[src/rtl/bsm_pkg.sv]
package bsm_pkg;
    localparam int          CFG_W        = 8;
    localparam int          STALL_EN_BIT = 3;
    localparam int          BIAS_EN_BIT  = 2;
    localparam logic [7:0]  CFG_RESET    = 8'h08;
    localparam logic [7:0]  CFG_MASK     = 8'h0F;
endpackage

[src/rtl/bsm_cfg_reg.sv]
module bsm_cfg_reg
    import bsm_pkg::*;
(
    input  logic             clk,
    input  logic             rst,
    input  logic             we,
    input  logic [CFG_W-1:0] wdata,
    output logic [CFG_W-1:0] rdata
);
    typedef struct packed {
        logic [CFG_W-1:0] cfg;
    } cfg_state_t;

    cfg_state_t s_d, s_q;

    always_comb begin
        s_d = s_q;
        if (we) s_d.cfg = wdata & CFG_MASK;
    end

    always_ff @(posedge clk) begin
        if (rst) s_q.cfg <= CFG_RESET;
        else     s_q     <= s_d;
    end

    assign rdata = s_q.cfg;


    rsvd_zero_chk: assert property (@(posedge clk) disable iff (rst)
        (rdata & ~CFG_MASK) == '0);


    hold_no_write_chk: assert property (@(posedge clk) disable iff (rst)
        !$past(we) && !$past(rst) |-> $stable(rdata));
endmodule

[src/rtl/bsm_run_det.sv]
module bsm_run_det #(
    parameter int RUN_LEN = 28
) (
    input  logic clk,
    input  logic rst,
    input  logic bit_vld,
    input  logic bit_in,
    output logic stall
);
    localparam int CW = $clog2(RUN_LEN + 1);

    typedef struct packed {
        logic [CW-1:0] run;
        logic          last;
        logic          cond;
    } run_state_t;

    run_state_t s_d, s_q;

    always_comb begin
        s_d = s_q;
        if (bit_vld) begin
            s_d.last = bit_in;
            if (s_q.run == '0 || bit_in != s_q.last)
                s_d.run = CW'(1);
            else if (s_q.run < CW'(RUN_LEN))
                s_d.run = s_q.run + CW'(1);
            s_d.cond = (s_d.run == CW'(RUN_LEN));
        end
    end

    always_ff @(posedge clk) begin
        if (rst) s_q <= '0;
        else     s_q <= s_d;
    end

    assign stall = s_q.cond;


    run_sat_chk: assert property (@(posedge clk) disable iff (rst)
        s_q.run <= CW'(RUN_LEN));


    stall_rise_strobe_chk: assert property (@(posedge clk) disable iff (rst)
        $rose(stall) |-> $past(bit_vld));
endmodule

[src/rtl/bsm_bias_det.sv]
module bsm_bias_det #(
    parameter int WIN    = 28,
    parameter int HI_THR = 24
) (
    input  logic clk,
    input  logic rst,
    input  logic bit_vld,
    input  logic bit_in,
    output logic bias
);
    localparam int CW     = $clog2(WIN + 1);
    localparam int LO_THR = WIN - HI_THR;

    typedef struct packed {
        logic [WIN-1:0] win;
        logic [CW-1:0]  ones;
        logic [CW-1:0]  fill;
        logic           cond;
    } bias_state_t;

    bias_state_t s_d, s_q;

    always_comb begin
        s_d = s_q;
        if (bit_vld) begin
            s_d.win  = {s_q.win[WIN-2:0], bit_in};
            s_d.ones = s_q.ones + CW'(bit_in) - CW'(s_q.win[WIN-1]);
            if (s_q.fill < CW'(WIN)) s_d.fill = s_q.fill + CW'(1);
            s_d.cond = (s_d.fill == CW'(WIN)) &&
                       ((s_d.ones > CW'(HI_THR)) || (s_d.ones < CW'(LO_THR)));
        end
    end

    always_ff @(posedge clk) begin
        if (rst) s_q <= '0;
        else     s_q <= s_d;
    end

    assign bias = s_q.cond;


    ones_range_chk: assert property (@(posedge clk) disable iff (rst)
        s_q.ones <= CW'(WIN) && s_q.ones <= s_q.fill);


    bias_needs_fill_chk: assert property (@(posedge clk) disable iff (rst)
        bias |-> s_q.fill == CW'(WIN));


    bias_rise_strobe_chk: assert property (@(posedge clk) disable iff (rst)
        $rose(bias) |-> $past(bit_vld));
endmodule

[src/rtl/bsm_top.sv]
module bsm_top
    import bsm_pkg::*;
#(
    parameter int RUN_LEN = 28,
    parameter int WIN     = 28,
    parameter int HI_THR  = 24
) (
    input  logic       clk,
    input  logic       rst,
    input  logic       bit_vld,
    input  logic       bit_in,
    input  logic       cfg_we,
    input  logic [7:0] cfg_wdata,
    output logic [7:0] cfg_rdata,
    output logic       mute_req,
    output logic       atten_req
);
    logic stall_c, bias_c;

    bsm_cfg_reg u_cfg (
        .clk   (clk),
        .rst   (rst),
        .we    (cfg_we),
        .wdata (cfg_wdata),
        .rdata (cfg_rdata)
    );

    bsm_run_det #(.RUN_LEN(RUN_LEN)) u_run (
        .clk     (clk),
        .rst     (rst),
        .bit_vld (bit_vld),
        .bit_in  (bit_in),
        .stall   (stall_c)
    );

    bsm_bias_det #(.WIN(WIN), .HI_THR(HI_THR)) u_bias (
        .clk     (clk),
        .rst     (rst),
        .bit_vld (bit_vld),
        .bit_in  (bit_in),
        .bias    (bias_c)
    );

    assign mute_req  = stall_c & cfg_rdata[STALL_EN_BIT];
    assign atten_req = bias_c  & cfg_rdata[BIAS_EN_BIT];
endmodule

[config.mk]
export PLATFORM = sky130hd
export DESIGN_NAME = bsm_top
export DESIGN_NICKNAME = d
export VERILOG_FILES = /design/src/rtl/bsm_pkg.sv /design/src/rtl/bsm_cfg_reg.sv /design/src/rtl/bsm_run_det.sv /design/src/rtl/bsm_bias_det.sv /design/src/rtl/bsm_top.sv
export SDC_FILE = /design/constraint.sdc
export NUM_CORES = 1
export LEC_CHECK = 0
export ABC_AREA = 1
export BUFFER_PORTS_ARGS = -buffer_cell sky130_fd_sc_hd__buf_4
export CAP_MARGIN = 20
export CORE_MARGIN = 2
export CORE_UTILIZATION = 35
export CTS_CLUSTER_SIZE = 10
export DETAILED_ROUTE_END_ITERATION = 10
export MAX_ROUTING_LAYER = met4
export PLACE_DENSITY = 0.55
export SYNTH_ARGS = -nofsm -noshare
export SYNTH_HDL_FRONTEND = slang
export SYNTH_HIERARCHICAL = 1
export SYNTH_SLANG_ARGS = --single-unit
[constraint.sdc]
create_clock -name clk -period 2.1 [get_ports clk]
set_input_delay 0.105 -clock clk [delete_from_list [all_inputs] [get_ports clk]]
set_output_delay 0.105 -clock clk [all_outputs]
set_load 0.02 [all_outputs]
# == Word level (Yosys, flattened, before mapping) ==
# Cells that the tools add are included.
# totals
inputBits,13
register_bits,50
word_cells,30
output_inout_bits,10
# op_classes
n_bitwise,2
order_cmp,4
n_reduce_logical,4
addsub,4
eq_ne,3
mux,5
# op_table
operator,n
2-to-1 mux 5 bit,5
"adder 5 x 1 -> 5 bit, second input constant",2
"equality test 5 bit, second input constant",2
"less-than comparator 5 bit, second input constant",2
adder 5 x 1 -> 5 bit,1
"greater-than comparator 5 bit, second input constant",1
zero test 5 bit,1
"less-than comparator 5 x 3 -> 1 bit, second input constant",1
subtractor 5 x 1 -> 5 bit,1
AND 1 bit,2
logical OR 1 bit,2
logical AND 1 bit,1
inequality test 1 bit,1

# == Longest topological paths before layout ==
# Gate-level depths: netlist of the first run.
# depth
depth_word,5
depth_mapped,12
ltp_nobuf,12

# == Cells and area by module ==
# The synthesis of the first run kept the hierarchy.
# modules_own_cells
mod,cells_per_inst,seq_area_each_um2,area_each_um2,n_inst
bsm_bias_det,235,780.7,1729.2,1
bsm_run_det,69,140.1,464.2,1
bsm_cfg_reg,30,80.1,209.0,1
bsm_top,4,0.0,15.0,1

# == Worst setup path before layout of the first run ==
# OpenSTA, ideal clock, no wires.
# synth_timing
kind,register to register
from,register u_bias/s_q[6] in the netlist's numbering
to,"register u_bias.s_q, in the netlist u_bias/bias"
arrival_ps,1768
n_path_buf,0
period_less_slack_ps,1834
setup_ps,66
required_ps,2034
slack_ps,266
stages_incl_launch_ff,13
cell_sequence,dfxtp_1 -> inv_1 -> ha_1 -> inv_1 -> ha_1 -> fa_1 -> nand3_1 -> nand2_1 -> nand2_1 -> nand2_1 -> nand2_1 -> nand3_2 -> a21oi_2
# synth_between
elab_chain_cells,5
word_cells_on_any_way,6
cone_classes,add/sub (2); order compare (2); reduce/logical (2)
# synth_rtl
item,line,rtl
start: declaration,bsm_bias_det.sv:21,"bias_state_t s_d, s_q;"
start signal: assignment,bsm_bias_det.sv:35,if (rst) s_q <= '0;
start signal: assignment,bsm_bias_det.sv:36,else s_q <= s_d;
adder 5 x 1 -> 5 bit *,bsm_bias_det.sv:27,s_d.ones = s_q.ones + CW'(bit_in) - CW'(s_q.win[WIN-1]);
subtractor 5 x 1 -> 5 bit *,bsm_bias_det.sv:27,
greater-than comparator 5 bit / less-than comparator 5 x 3 -> 1 bit (equally long branches),bsm_bias_det.sv:30,((s_d.ones > CW'(HI_THR)) || (s_d.ones < CW'(LO_THR)));
logical OR 1 bit *,bsm_bias_det.sv:30,
logical AND 1 bit *,bsm_bias_det.sv:29,s_d.cond = (s_d.fill == CW'(WIN)) &&
# Every way passes the cells marked *; elsewhere a longest branch is shown, timed or not.
# A chain may end at the register's enable or synchronous reset.

# == Worst setup path in the final report of the first run ==
# Ends and elaborated chain as after synthesis.

==> tab_implementation.tex, run 1 <==
\begin{tabular}{lr}
\hline
Metric & Value \\
\hline
\multicolumn{2}{l}{\textbf{Synth}} \\
FF+latch count, synth & 50 \\
Synth unique cells & 29 \\
Leading cell types by total area after synthesis & dfxtp\_1 (41\%), nor2\_1 (11\%), o21ai\_0 (7.7\%) \\
Synth Flop Type & dfxtp\_1 \\
Dominant combinational cell family by area after synthesis & simple AND/OR/NAND/NOR gates \\
Post-Synth XOR/XNOR Area & 1.449\% \\
Share of synthesized registers carrying an async set or reset & 0\% \\
Total standard cell area after synthesis & 2417 µm² \\
Area share of fa/ha/maj cells after synthesis & 4.969\% \\
EDFF count, synth & 0 \\
Proportion of netlist area held by the largest area contributor & 41.41\% \\
Syn Area/Cell & 7.152 µm² \\
Share of synthesized cell area in and, or, nand and nor gates & 28.62\% \\
Multiplexer area fraction after synthesis & 0\% \\
Fraction of the yosys area taken by sequential cells & 41.41\% \\
Post-synth top area cell & dfxtp\_1 \\
Synthesized-area fraction occupied by ao, oa, aoi and oai cells & 12.73\% \\
Syn Inst Count & 338 \\
Number of warnings issued by yosys & 6 \\
\multicolumn{2}{l}{\textbf{Die}} \\
Floorplan die width & 87.11 µm \\
Area of the die & 7587 µm² \\
Std-Cell Core Area & 6756 µm² \\
Initial standard-cell utilization of the core & 35.78\% \\
Number of rows created at floorplan & 30 \\
Height of the die & 87.11 µm \\
Top-level port count & 23 \\
\multicolumn{2}{l}{\textbf{Drt}} \\
Antenna-violating nets left & 0 \\
Routed WL per cell & 10.15 µm \\
Routed via count divided by cell count & 4.703 \\
Number of vias after detailed routing & 2,008 \\
DRC Markers & 0 \\
Iteration-0 DRC Markers & 82 \\
Post-detailed-routing wire length & 4332 µm \\
Number of optimization iterations in the first detailed-route pass & 5 \\
\multicolumn{2}{l}{\textbf{Critical path}} \\
Worst setup slack for register-to-register paths & 210 ps \\
CP Data Arrival Time & 2140 ps \\
Critical R2R Capture & u\_bias/bias\$\_SDFFE\_PP0P\_ \\
Setup Crit Path Kind & reg -> reg \\
Data required, critical path & 2350 ps \\
Critical register-to-register path startpoint & u\_bias/s\_q[6]\$\_SDFFE\_PP0P\_ \\
CP startpoint & u\_bias/s\_q[6]\$\_SDFFE\_PP0P\_ \\
Largest driver fanout on the critical path & 3 \\
Category of the worst setup path capture point & flop \\
Count of cells along the worst register-to-register path & 12 \\
Crit path launch type & flop \\
\multicolumn{2}{l}{\textbf{Power and ir drop}} \\
Internal power of the cells & 1413 µW \\
Switching power & 632.6 µW \\
Switching Share & 30.92\% \\
Clock power frac & 29.6\% \\
Leakage power figure & 0.001239 µW \\
P per Cell Area & 769.8 nW/µm² \\
Sequential Power Share & 51.6\% \\
Combinational fraction of design power & 18.8\% \\
Peak supply drop & 0.4344 mV \\
\multicolumn{2}{l}{\textbf{STA}} \\
RSZ-0062 raised after global routing & false \\
Setup TNS & 0 ps \\
Fin crit share & 90.08\% \\
Number of endpoints failing setup at the final stage & 0 \\
Worst Skew & 1.379 ps \\
Shortest period the worst path allows & 1892 ps \\
Highest clock rate & 0.5287 GHz \\
Final count of pins violating max slew & 0 \\
Hold Slack & 9.868 ps \\
Headroom to the max-slew limit & 55.00\% \\
Hold Vio Cnt, Final & 0 \\
Transition time at the pin with the least slew margin & 674.3 ps \\
\multicolumn{2}{l}{\textbf{Global route}} \\
First-pass GRT wire length & 7507 µm \\
Combined global-route utilization of all metal layers & 12.43\% \\
Vias in the first global route & 1,787 \\
Number of antenna violations at the first check in global routing & 0 \\
Pin count of the biggest net entering global routing & 36 \\
GRT overflow & 0 \\
\multicolumn{2}{l}{\textbf{Flow run}} \\
Max-cap violations & 0 \\
\multicolumn{2}{l}{\textbf{Finish}} \\
Most common cell after layout, fill and taps aside & nor2\_1 \\
Number of cells in the finished layout apart from fillers & 427 \\
Area growth from synthesis to layout & 9.938\% \\
Antenna diode count & 0 \\
Highest-count cells in the layout ignoring fill and taps & nor2\_1 (69), dfxtp\_1 (50), nand2\_1 (49) \\
Proportion of layout cells with a drive suffix above 1 & 13.83\% \\
Final net count & 368 \\
\multicolumn{2}{l}{\textbf{Clock network}} \\
TritonCTS Sinks & 50 \\
TritonCTS clock tree & done \\
Buffer levels on the longest clock path & 2 \\
Clock buffer count from CTS & 5 \\
Postcts setup bufs & 0 \\
Clock slew at the register clock pins of the worst setup and hold paths & 100 ps \\
Clock latency reported for the late side of the worst-skew pair & 300 ps \\
Root buffer cell & clkbuf\_8 \\
Depth of the CTS H-tree & 2 \\
\multicolumn{2}{l}{\textbf{Hold path}} \\
Cell count of the worst hold path & 3 \\
Hold Startpoint & cfg\_wdata[3] \\
Min-Delay Path Class & in -> reg \\
End point of the most critical hold path & u\_cfg/rdata[3]\$\_SDFFE\_PP1P\_ \\
\multicolumn{2}{l}{\textbf{Placed design}} \\
Placed Instances & 419 \\
Buffers on Ports & 14 \\
Total half-perimeter wirelength after legalization and detailed placement & 2886 µm \\
Placer Congestion & 0.7898 \\
\multicolumn{2}{l}{\textbf{Status}} \\
Result of the run & complete, no violations \\
\hline
\end{tabular}
==> what timing repair did <==
item                                    in CTS  in global routing
endpoints found under the setup margin       0                  2
gates resized for setup                      0                  3
hold endpoints to repair                     0                  0
hold buffers                                 0                  0
==> per-stage QoR <==
step / setup slack, ps / area [µm²] / util, % / power (µW)
3_3_place_gp: 186.9 / 2545 / 37.67 / 1442
4_1_cts: 127.8 / 2643 / 39.11 / 2061
5_1_grt: 40.36 / 2658 / 39.33 / 2185
2_1_floorplan: 265.7 / 2429 / - / 1376
3_5_place_dp: 149.1 / 2545 / 37.67 / 1449
6_report: 208.4 / 2658 / 39.33 / 2046
==> state kept, by name, summed over array words and instances, names as in the netlist <==
signal       flops
u_run/stall      1
u_run/s_q        6
u_bias/s_q      38
u_cfg/rdata      4
u_bias/bias      1
==> cells in the mapped netlist (2+ instances only) <==
cell type   n
nor2_1     69
dfxtp_1    50
nand2_1    49
o21ai_0    37
inv_1      36
nand3_1    17
a21oi_1    13
buf_4       8
clkbuf_1    8
ha_1        8
nand2_2     6
nand4_1     6
nor2_2      5
nand3_2     4
o211ai_1    4
xnor2_1     3
buf_2       2
inv_2       2
==> worst max path at each step <==
stage                                          end  slack [ps]  cells after the start
after CTS                 u_bias/bias$_SDFFE_PP0P_         130                     12
after global routing      u_bias/bias$_SDFFE_PP0P_          40                     12
after detailed placement  u_bias/bias$_SDFFE_PP0P_         150                     12
after global placement    u_bias/bias$_SDFFE_PP0P_         190                     11
after floorplan           u_bias/bias$_SDFFE_PP0P_         270                     12
final                     u_bias/bias$_SDFFE_PP0P_         210                     12
==> power by group through the flow <==
stage               registers (µW)  clock network [µW]  logic [µW]
global route                  1070                 669         450
detailed placement            1080                   0         373
global placement              1080                   0         367
finish                        1060                 605         385
floorplan                     1070                   0         305
CTS                           1060                 631         374
==> layout make-up <==
| cell class | count | area (µm²) |
|---|---|---|
| clock buffers | 5 | 68.82 |
| clock inverters | 3 | 28.78 |
| fillers | 715 | 4099 |
| inverters | 39 | 146.4 |
| multi-input cells | 233 | 1185 |
| flip-flops and latches | 50 | 1001 |
| well taps | 80 | 100.1 |
| repair buffers | 17 | 127.6 |
==> kinds of logic (layout without fill, tap and decap cells) <==
logic type               count (synthesis)  after routing
AO/OA/AOI/OAI                           58             58
flip-flops                              50             50
buffers and inverters                   58             64
XOR/XNOR                                 4              4
other                                    1              4
AND/OR/NAND/NOR                        158            158
adder cells (fa/ha/maj)                  9              9
==> critical path, stage by stage (launching register included) <==
cell and delay, ps:
dfxtp_1 320, inv_1 50, ha_1 270, inv_1 40, ha_1 210, fa_2 390, nand3_2 100, nand2_1 70
nand2_1 70, nand2_1 70, nand2_1 80, nand3_2 80, a21oi_2 100
==> layer usage <==
metal / global-route usage (%) / vias to the layer above / share of wire [%]
li1: - / 1075 / -
met1: 14.76 / 901 / 50
met2: 20.96 / 30 / 45
met3: 2.844 / 2 / 3.9
met4: 3.776 / 0 / 0.48
met5: - / - / 0
(Power assumes the default switching activity.)
==> run 2: changes to the inputs <==
Settings changed: REMOVE_ABC_BUFFERS set to 1.
==> run 2 against run 1 <==
Worst hold slack gained 25 ps. Global-route usage grew 0.52 points. Fmax grew 0.12%. Register-to-register slack is essentially flat. Critical path depth is the same. Clock skew grew 7.9 ps. Flip-flop and latch count is the same. Total power shrank 3.1%. Cell area shrank 0.57%.
==> tab_implementation.tex, run 2 (synthesis results as in run 1) <==
\begin{tabular}{lr}
\hline
Metric & Value \\
\hline
\multicolumn{2}{l}{\textbf{Finish}} \\
Multi-input gate area in the final layout & 1185 µm² (unchanged) \\
Layout fillers & 708 (-0.98\%) \\
Sequential cell area & 1001 µm² (unchanged) \\
Number of cells in the finished layout apart from fillers & 426 (-0.23\%) \\
Max FFs per register & 38 (unchanged) \\
Most common cell after layout, fill and taps aside & nor2\_1 \\
Top register by number of flip-flops & u\_bias/s\_q \\
Area growth from synthesis to layout & 9.317\% \\
Final net count & 368 (unchanged) \\
Proportion of layout cells with a drive suffix above 1 & 13.58\% (-0.25 points) \\
Highest-count cells in the layout ignoring fill and taps & nor2\_1 (69), dfxtp\_1 (50), nand2\_1 (49) \\
Antenna diode count & 0 (unchanged) \\
Post-route standard cell area excluding fillers & 2643 µm² (-0.57\%) \\
\multicolumn{2}{l}{\textbf{Critical path}} \\
CP delay by family, top & adder cells \\
Worst setup slack for register-to-register paths & 210 ps (about the same) \\
Setup Crit Path Kind & reg -> reg \\
Count of cells along the worst register-to-register path & 12 (unchanged) \\
CP startpoint & u\_bias/s\_q[6]\$\_SDFFE\_PP0P\_ \\
Cell repeated most along the worst path & nand2\_1 \\
Critical R2R Capture & u\_bias/bias\$\_SDFFE\_PP0P\_ \\
Crit path launch type & flop \\
Worst setup path endpoint & u\_bias/bias\$\_SDFFE\_PP0P\_ \\
CP Data Arrival Time & 2130 ps (about the same) \\
Category of the worst setup path capture point & flop \\
Largest driver fanout on the critical path & 3 (unchanged) \\
Data required, critical path & 2340 ps (about the same) \\
Critical register-to-register path startpoint & u\_bias/s\_q[6]\$\_SDFFE\_PP0P\_ \\
Crit path depth & 12 (unchanged) \\
Max stage delay on crit path & 390 ps (about the same) \\
Worst Path Buf+Inv & 2 (unchanged) \\
Worst path cell trace & inv\_1 -> ha\_1 -> inv\_1 -> ha\_1 -> fa\_2 -> nand3\_2 -> nand2\_1 -> nand2\_1 -> nand2\_1 -> nand2\_1 -> nand3\_2 -> a21oi\_2 \\
Cell type of the slowest stage on the worst timing path & fa\_2 \\
\multicolumn{2}{l}{\textbf{Drt}} \\
DRC Markers & 0 (unchanged) \\
Antenna-violating nets left & 0 (unchanged) \\
Iteration-0 DRC Markers & 113 (+38\%) \\
Routed via count divided by cell count & 4.615 (-1.9\%) \\
Number of vias after detailed routing & 1,966 (-2.1\%) \\
Routed WL per cell & 10.04 µm (-1.1\%) \\
Number of optimization iterations in the first detailed-route pass & 6 (+1) \\
Post-detailed-routing wire length & 4276 µm (-1.3\%) \\
\multicolumn{2}{l}{\textbf{STA}} \\
Final count of pins violating max slew & 0 (unchanged) \\
Highest clock rate & 0.5293 GHz (+0.12\%) \\
Worst Skew & 9.255 ps (+7.876 ps) \\
Hold Vio Cnt, Final & 0 (unchanged) \\
Fin crit share & 89.97\% (-0.11 points) \\
RSZ-0062 raised after global routing & false \\
Shortest period the worst path allows & 1889 ps (-2.289 ps) \\
Setup TNS & 0 ps (unchanged) \\
Number of endpoints failing setup at the final stage & 0 (unchanged) \\
\multicolumn{2}{l}{\textbf{Clock network}} \\
Clock buffer count from CTS & 5 (unchanged) \\
Buffer levels on the longest clock path & 2 (unchanged) \\
Number of hold buffers added after cts & 0 (unchanged) \\
Root buffer cell & clkbuf\_8 \\
Postcts setup bufs & 0 (unchanged) \\
TritonCTS clock tree & done \\
TritonCTS Sinks & 50 (unchanged) \\
Depth of the CTS H-tree & 2 (unchanged) \\
Clock latency reported for the late side of the worst-skew pair & 300 ps (about the same) \\
Post-CTS Resized & 0 (unchanged) \\
Clock slew at the register clock pins of the worst setup and hold paths & 90 ps (about the same) \\
\multicolumn{2}{l}{\textbf{Power and ir drop}} \\
Leakage power figure & 0.001233 µW (-0.51\%) \\
Peak supply drop & 0.4548 mV (+4.7\%) \\
P per Cell Area & 749.8 nW/µm² (-2.6\%) \\
\multicolumn{2}{l}{\textbf{Die}} \\
Std-Cell Core Area & 6756 µm² (unchanged) \\
Area of the die & 7587 µm² (unchanged) \\
Initial standard-cell utilization of the core & 35.78\% (unchanged) \\
Floorplan die width & 87.11 µm (unchanged) \\
Top-level port count & 23 (unchanged) \\
Height of the die & 87.11 µm (unchanged) \\
Number of rows created at floorplan & 30 (unchanged) \\
\multicolumn{2}{l}{\textbf{Global route}} \\
Vias in the first global route & 1,777 (-0.56\%) \\
GRT overflow & 0 (unchanged) \\
First-pass GRT wire length & 7810 µm (+4.0\%) \\
Combined global-route utilization of all metal layers & 12.94\% (+0.52 points) \\
Number of antenna violations at the first check in global routing & 0 (unchanged) \\
Pin count of the biggest net entering global routing & 39 (+8.3\%) \\
\multicolumn{2}{l}{\textbf{Status}} \\
Result of the run & complete, no violations \\
\multicolumn{2}{l}{\textbf{Placed design}} \\
Total half-perimeter wirelength after legalization and detailed placement & 2909 µm (+0.77\%) \\
Total cell area at the placement stage & 2545 µm² (unchanged) \\
Buffers on Ports & 14 (unchanged) \\
Placed Instances & 419 (unchanged) \\
Placer Congestion & 0.8293 (+5.0\%) \\
\multicolumn{2}{l}{\textbf{Flow run}} \\
Max-cap violations & 0 (unchanged) \\
\multicolumn{2}{l}{\textbf{Hold path}} \\
Hold Startpoint & cfg\_wdata[3] \\
Min-Delay Path Class & in -> reg \\
\hline
\end{tabular}
run 2: tightest hold or removal path, stage by stage:
cell     delay (ps)
buf_4            80
nand2_1          50
nand3_1          70
run 2: worst min path at each step:
stage                                              to  slack, ps  cells after the start
after floorplan              u_bias/bias$_SDFFE_PP0P_        170                      1
after global placement    u_cfg/rdata[3]$_SDFFE_PP1P_        330                      3
after detailed placement  u_cfg/rdata[3]$_SDFFE_PP1P_        340                      3
after CTS                 u_cfg/rdata[3]$_SDFFE_PP1P_         30                      3
after global routing      u_cfg/rdata[3]$_SDFFE_PP1P_         30                      3
final                     u_cfg/rdata[3]$_SDFFE_PP1P_         30                      3
run 2: layer usage:
metal,GRT usage (%),vias up,part of all wire [%]
li1,-,1080,-
met1,17.02,857,52
met2,20.12,27,44
met3,2.938,2,3.2
met4,3.497,0,0.68
met5,-,-,0
run 2: where the power goes:
group | switching [µW] | internal [µW] | leakage, µW
Clock | 312 | 231 | 0.0000444
Sequential | 45.1 | 1010 | 0.000413
Combinational | 231 | 153 | 0.000775
run 2: final cells by class:
cell class / count / area share (%)
Tap cell: 80 / 3.788
Inverter: 39 / 5.540
Timing Repair Buffer: 17 / 4.830
Sequential cell: 50 / 37.88
Clock inverter: 2 / 0.5208
Multi-Input combinational cell: 233 / 44.84
Clock buffer: 5 / 2.604
run 2: through the flow:
step / worst slack, ps / power, µW / hold WS [ps] / utilization (%)
floorplan: 265.0 / 1350 / 167.4 / -
global placement: 173.3 / 1443 / 333.3 / 37.67
detailed placement: 148.7 / 1450 / 338.7 / 37.67
CTS: 132.0 / 1996 / 26.84 / 38.89
global route: 49.27 / 2114 / 26.40 / 39.11
finish: 210.7 / 1981 / 34.38 / 39.11
==> run 3: changes to the inputs <==
==> constraint.sdc (replaced) <==
create_clock -name clk -period 2.1 [get_ports clk]
set_input_delay 0.525 -clock clk [delete_from_list [all_inputs] [get_ports clk]]
set_output_delay 0.525 -clock clk [all_outputs]
set_load 0.02 [all_outputs]
==> run 3 against run 2 <==
Register-to-register slack lost 50 ps. First-iteration DRC count decreased by 40%. Sequential power is essentially flat. Cell count grew 0.47%. Cell area is 2.0% higher. Total power is 8.3% higher. Global-route usage down 0.37 points. Via count increased by 2.6%. Combinational power barely moved. Worst setup slack got worse by 47 ps. Clock power increased by 30%. Critical path type unchanged. Largest power group unchanged. Clock skew is essentially flat. Highest routed layer unchanged.
==> tab_implementation.tex, run 3 (synthesis results as in run 1) <==
\begin{tabular}{lr}
\hline
Metric & Value \\
\hline
\multicolumn{2}{l}{\textbf{Status}} \\
Result of the run & complete, no violations \\
\multicolumn{2}{l}{\textbf{Die}} \\
Top-level port count & 23 (unchanged) \\
Floorplan die width & 87.11 µm (unchanged) \\
Area of the die & 7587 µm² (unchanged) \\
Height of the die & 87.11 µm (unchanged) \\
Std-Cell Core Area & 6756 µm² (unchanged) \\
Initial standard-cell utilization of the core & 35.78\% (unchanged) \\
Number of rows created at floorplan & 30 (unchanged) \\
\multicolumn{2}{l}{\textbf{Critical path}} \\
CP delay by family, top & adder cells \\
Max stage delay on crit path & 380 ps (about the same) \\
Cell repeated most along the worst path & nand2\_1 \\
CP Data Arrival Time & 2170 ps (+40 ps) \\
Category of the worst setup path capture point & flop \\
Cell type of the slowest stage on the worst timing path & fa\_2 \\
Worst path cell trace & inv\_1 -> ha\_1 -> inv\_1 -> ha\_1 -> fa\_2 -> nand3\_1 -> nand2\_1 -> nand2\_1 -> nand2\_1 -> nand2\_1 -> nand3\_2 -> a21oi\_2 \\
Worst Path Buf+Inv & 2 (unchanged) \\
Setup Crit Path Kind & reg -> reg \\
Largest driver fanout on the critical path & 3 (unchanged) \\
Crit path launch type & flop \\
Data required, critical path & 2340 ps (about the same) \\
\multicolumn{2}{l}{\textbf{Finish}} \\
Antenna diode count & 0 (unchanged) \\
Final net count & 369 (+0.27\%) \\
Top register by number of flip-flops & u\_bias/s\_q \\
Most common cell after layout, fill and taps aside & nor2\_1 \\
Highest-count cells in the layout ignoring fill and taps & nor2\_1 (69), dfxtp\_1 (50), nand2\_1 (49) \\
Max FFs per register & 38 (unchanged) \\
Proportion of layout cells with a drive suffix above 1 & 13.79\% (+0.21 points) \\
Area growth from synthesis to layout & 11.54\% \\
Layout fillers & 744 (+5.1\%) \\
\multicolumn{2}{l}{\textbf{Clock network}} \\
Clock slew at the register clock pins of the worst setup and hold paths & 90 ps (about the same) \\
Clock buffer count from CTS & 5 (unchanged) \\
Buffer levels on the longest clock path & 2 (unchanged) \\
TritonCTS Sinks & 50 (unchanged) \\
Depth of the CTS H-tree & 2 (unchanged) \\
TritonCTS clock tree & done \\
Root buffer cell & clkbuf\_8 \\
Clock latency reported for the late side of the worst-skew pair & 300 ps (about the same) \\
Postcts setup bufs & 0 (unchanged) \\
\multicolumn{2}{l}{\textbf{STA}} \\
Hold Vio Cnt, Final & 0 (unchanged) \\
Highest clock rate & 0.5166 GHz (-2.4\%) \\
Final count of pins violating max slew & 0 (unchanged) \\
Worst Skew & 8.759 ps (-0.4963 ps) \\
RSZ-0062 raised after global routing & false \\
Shortest period the worst path allows & 1936 ps (+46.51 ps) \\
Number of endpoints failing setup at the final stage & 0 (unchanged) \\
Fin crit share & 92.18\% (+2.2 points) \\
Setup TNS & 0 ps (unchanged) \\
\multicolumn{2}{l}{\textbf{Global route}} \\
GRT overflow & 0 (unchanged) \\
Vias in the first global route & 1,792 (+0.84\%) \\
First-pass GRT wire length & 7603 µm (-2.7\%) \\
Number of antenna violations at the first check in global routing & 0 (unchanged) \\
Combined global-route utilization of all metal layers & 12.57\% (-0.37 points) \\
Pin count of the biggest net entering global routing & 30 (-23\%) \\
\multicolumn{2}{l}{\textbf{Power and ir drop}} \\
Peak supply drop & 0.3455 mV (-24\%) \\
Total power consumption of the routed design & 2146 µW (+8.3\%) \\
Combinational fraction of design power & 18.0\% (-1.4 points) \\
Switching power & 590.1 µW (+0.34\%) \\
Leakage power figure & 0.001257 µW (+2.0\%) \\
Clock power frac & 32.9\% (+5.5 points) \\
P per Cell Area & 796.0 nW/µm² (+6.2\%) \\
Internal power of the cells & 1556 µW (+12\%) \\
Sequential Power Share & 49.1\% (-4.1 points) \\
Switching Share & 27.49\% (-2.2 points) \\
\multicolumn{2}{l}{\textbf{Drt}} \\
DRC Markers & 0 (unchanged) \\
Iteration-0 DRC Markers & 68 (-40\%) \\
Antenna-violating nets left & 0 (unchanged) \\
Post-detailed-routing wire length & 4323 µm (+1.1\%) \\
Routed WL per cell & 10.10 µm (+0.63\%) \\
Routed via count divided by cell count & 4.713 (+2.1\%) \\
Number of optimization iterations in the first detailed-route pass & 4 (-2) \\
Number of vias after detailed routing & 2,017 (+2.6\%) \\
\multicolumn{2}{l}{\textbf{Placed design}} \\
Buffers on Ports & 14 (unchanged) \\
Placer Congestion & 0.8273 (-0.24\%) \\
Total half-perimeter wirelength after legalization and detailed placement & 3028 µm (+4.1\%) \\
\multicolumn{2}{l}{\textbf{Flow run}} \\
Max-cap violations & 0 (unchanged) \\
\multicolumn{2}{l}{\textbf{Hold path}} \\
Min-Delay Path Class & in -> reg \\
\hline
\end{tabular}
## run 3: changes by cell type in the layout (fill, tap and decap cells not counted), sizes merged
| cell | delta |
|---|---|
| buf | +1 |
| bufinv | +1 |
| clkbuf | +1 |
| clkinv | -1 |
## run 3: power groups by stage
stage          Clock [µW]  Combinational (µW)  Sequential [µW]
2_1_floorplan           0                 277             1070
3_3_place_gp            0                 374             1070
3_5_place_dp            0                 380             1080
4_1_cts               743                 382             1050
5_1_grt               777                 448             1060
6_report              707                 386             1050
## run 3: what timing repair did
action | CTS | global route
gates resized for setup | 0 | 2
hold buffers | 0 | 0
setup endpoints to repair | 0 | 1
## run 3: path summary, 6_finish.rpt
| check | start | endpoint | slack (ps) | cells after the start |
|---|---|---|---|---|
| setup reg to reg | u_bias/s_q[6]$_SDFFE_PP0P_ | u_bias/bias$_SDFFE_PP0P_ | 160 | 12 |
| setup / recovery | u_bias/s_q[6]$_SDFFE_PP0P_ | u_bias/bias$_SDFFE_PP0P_ | 160 | 12 |
| hold / removal | cfg_wdata[3] | u_cfg/rdata[3]$_SDFFE_PP1P_ | 430 | 3 |
| hold reg to reg | u_bias/s_q[6]$_SDFFE_PP0P_ | u_bias/s_q[6]$_SDFFE_PP0P_ | 470 | 2 |
## run 3: layout make-up
cell class / count / area (µm²) / area share [%]
clock buffer: 6 / 82.58 / 3.063
timing repair buffer: 18 / 147.6 / 5.476
inverter: 39 / 146.4 / 5.429
tap: 80 / 100.1 / 3.712
multi-input combinational: 233 / 1180 / 43.76
sequential: 50 / 1001 / 37.12
clock inverter: 2 / 38.79 / 1.439
## run 3: through the flow
stage / hold slack [ps] / std cells / utilization, % / worst slack [ps] / area [µm²]
after floorplan: 441.5 / 322 / - / 265.0 / 2317
after global placement: 451.7 / 420 / 37.96 / 96.36 / 2565
after detailed placement: 457.3 / 420 / 37.96 / 53.87 / 2565
after CTS: 422.1 / 428 / 39.76 / 82.21 / 2686
after global routing: 438.5 / 428 / 39.91 / 29.32 / 2696
final: 434.8 / 428 / 39.91 / 164.2 / 2696
## run 3: worst reg2reg max path: stages (launching register included)
cell and delay [ps]:
dfxtp_1 310, inv_1 50, ha_1 270, inv_1 40
ha_1 210, fa_2 380, nand3_1 140, nand2_1 80
nand2_1 70, nand2_1 70, nand2_1 80, nand3_2 80
a21oi_2 110
## run 3: metal layers
| metal | share of wire, % | vias up | track usage (%) |
|---|---|---|---|
| met5 | 0 | - | - |
| met4 | 0.76 | 0 | 3.357 |
| met3 | 2.8 | 4 | 3.128 |
| met2 | 44 | 20 | 20.54 |
| met1 | 52 | 901 | 15.54 |
| li1 | - | 1092 | - |
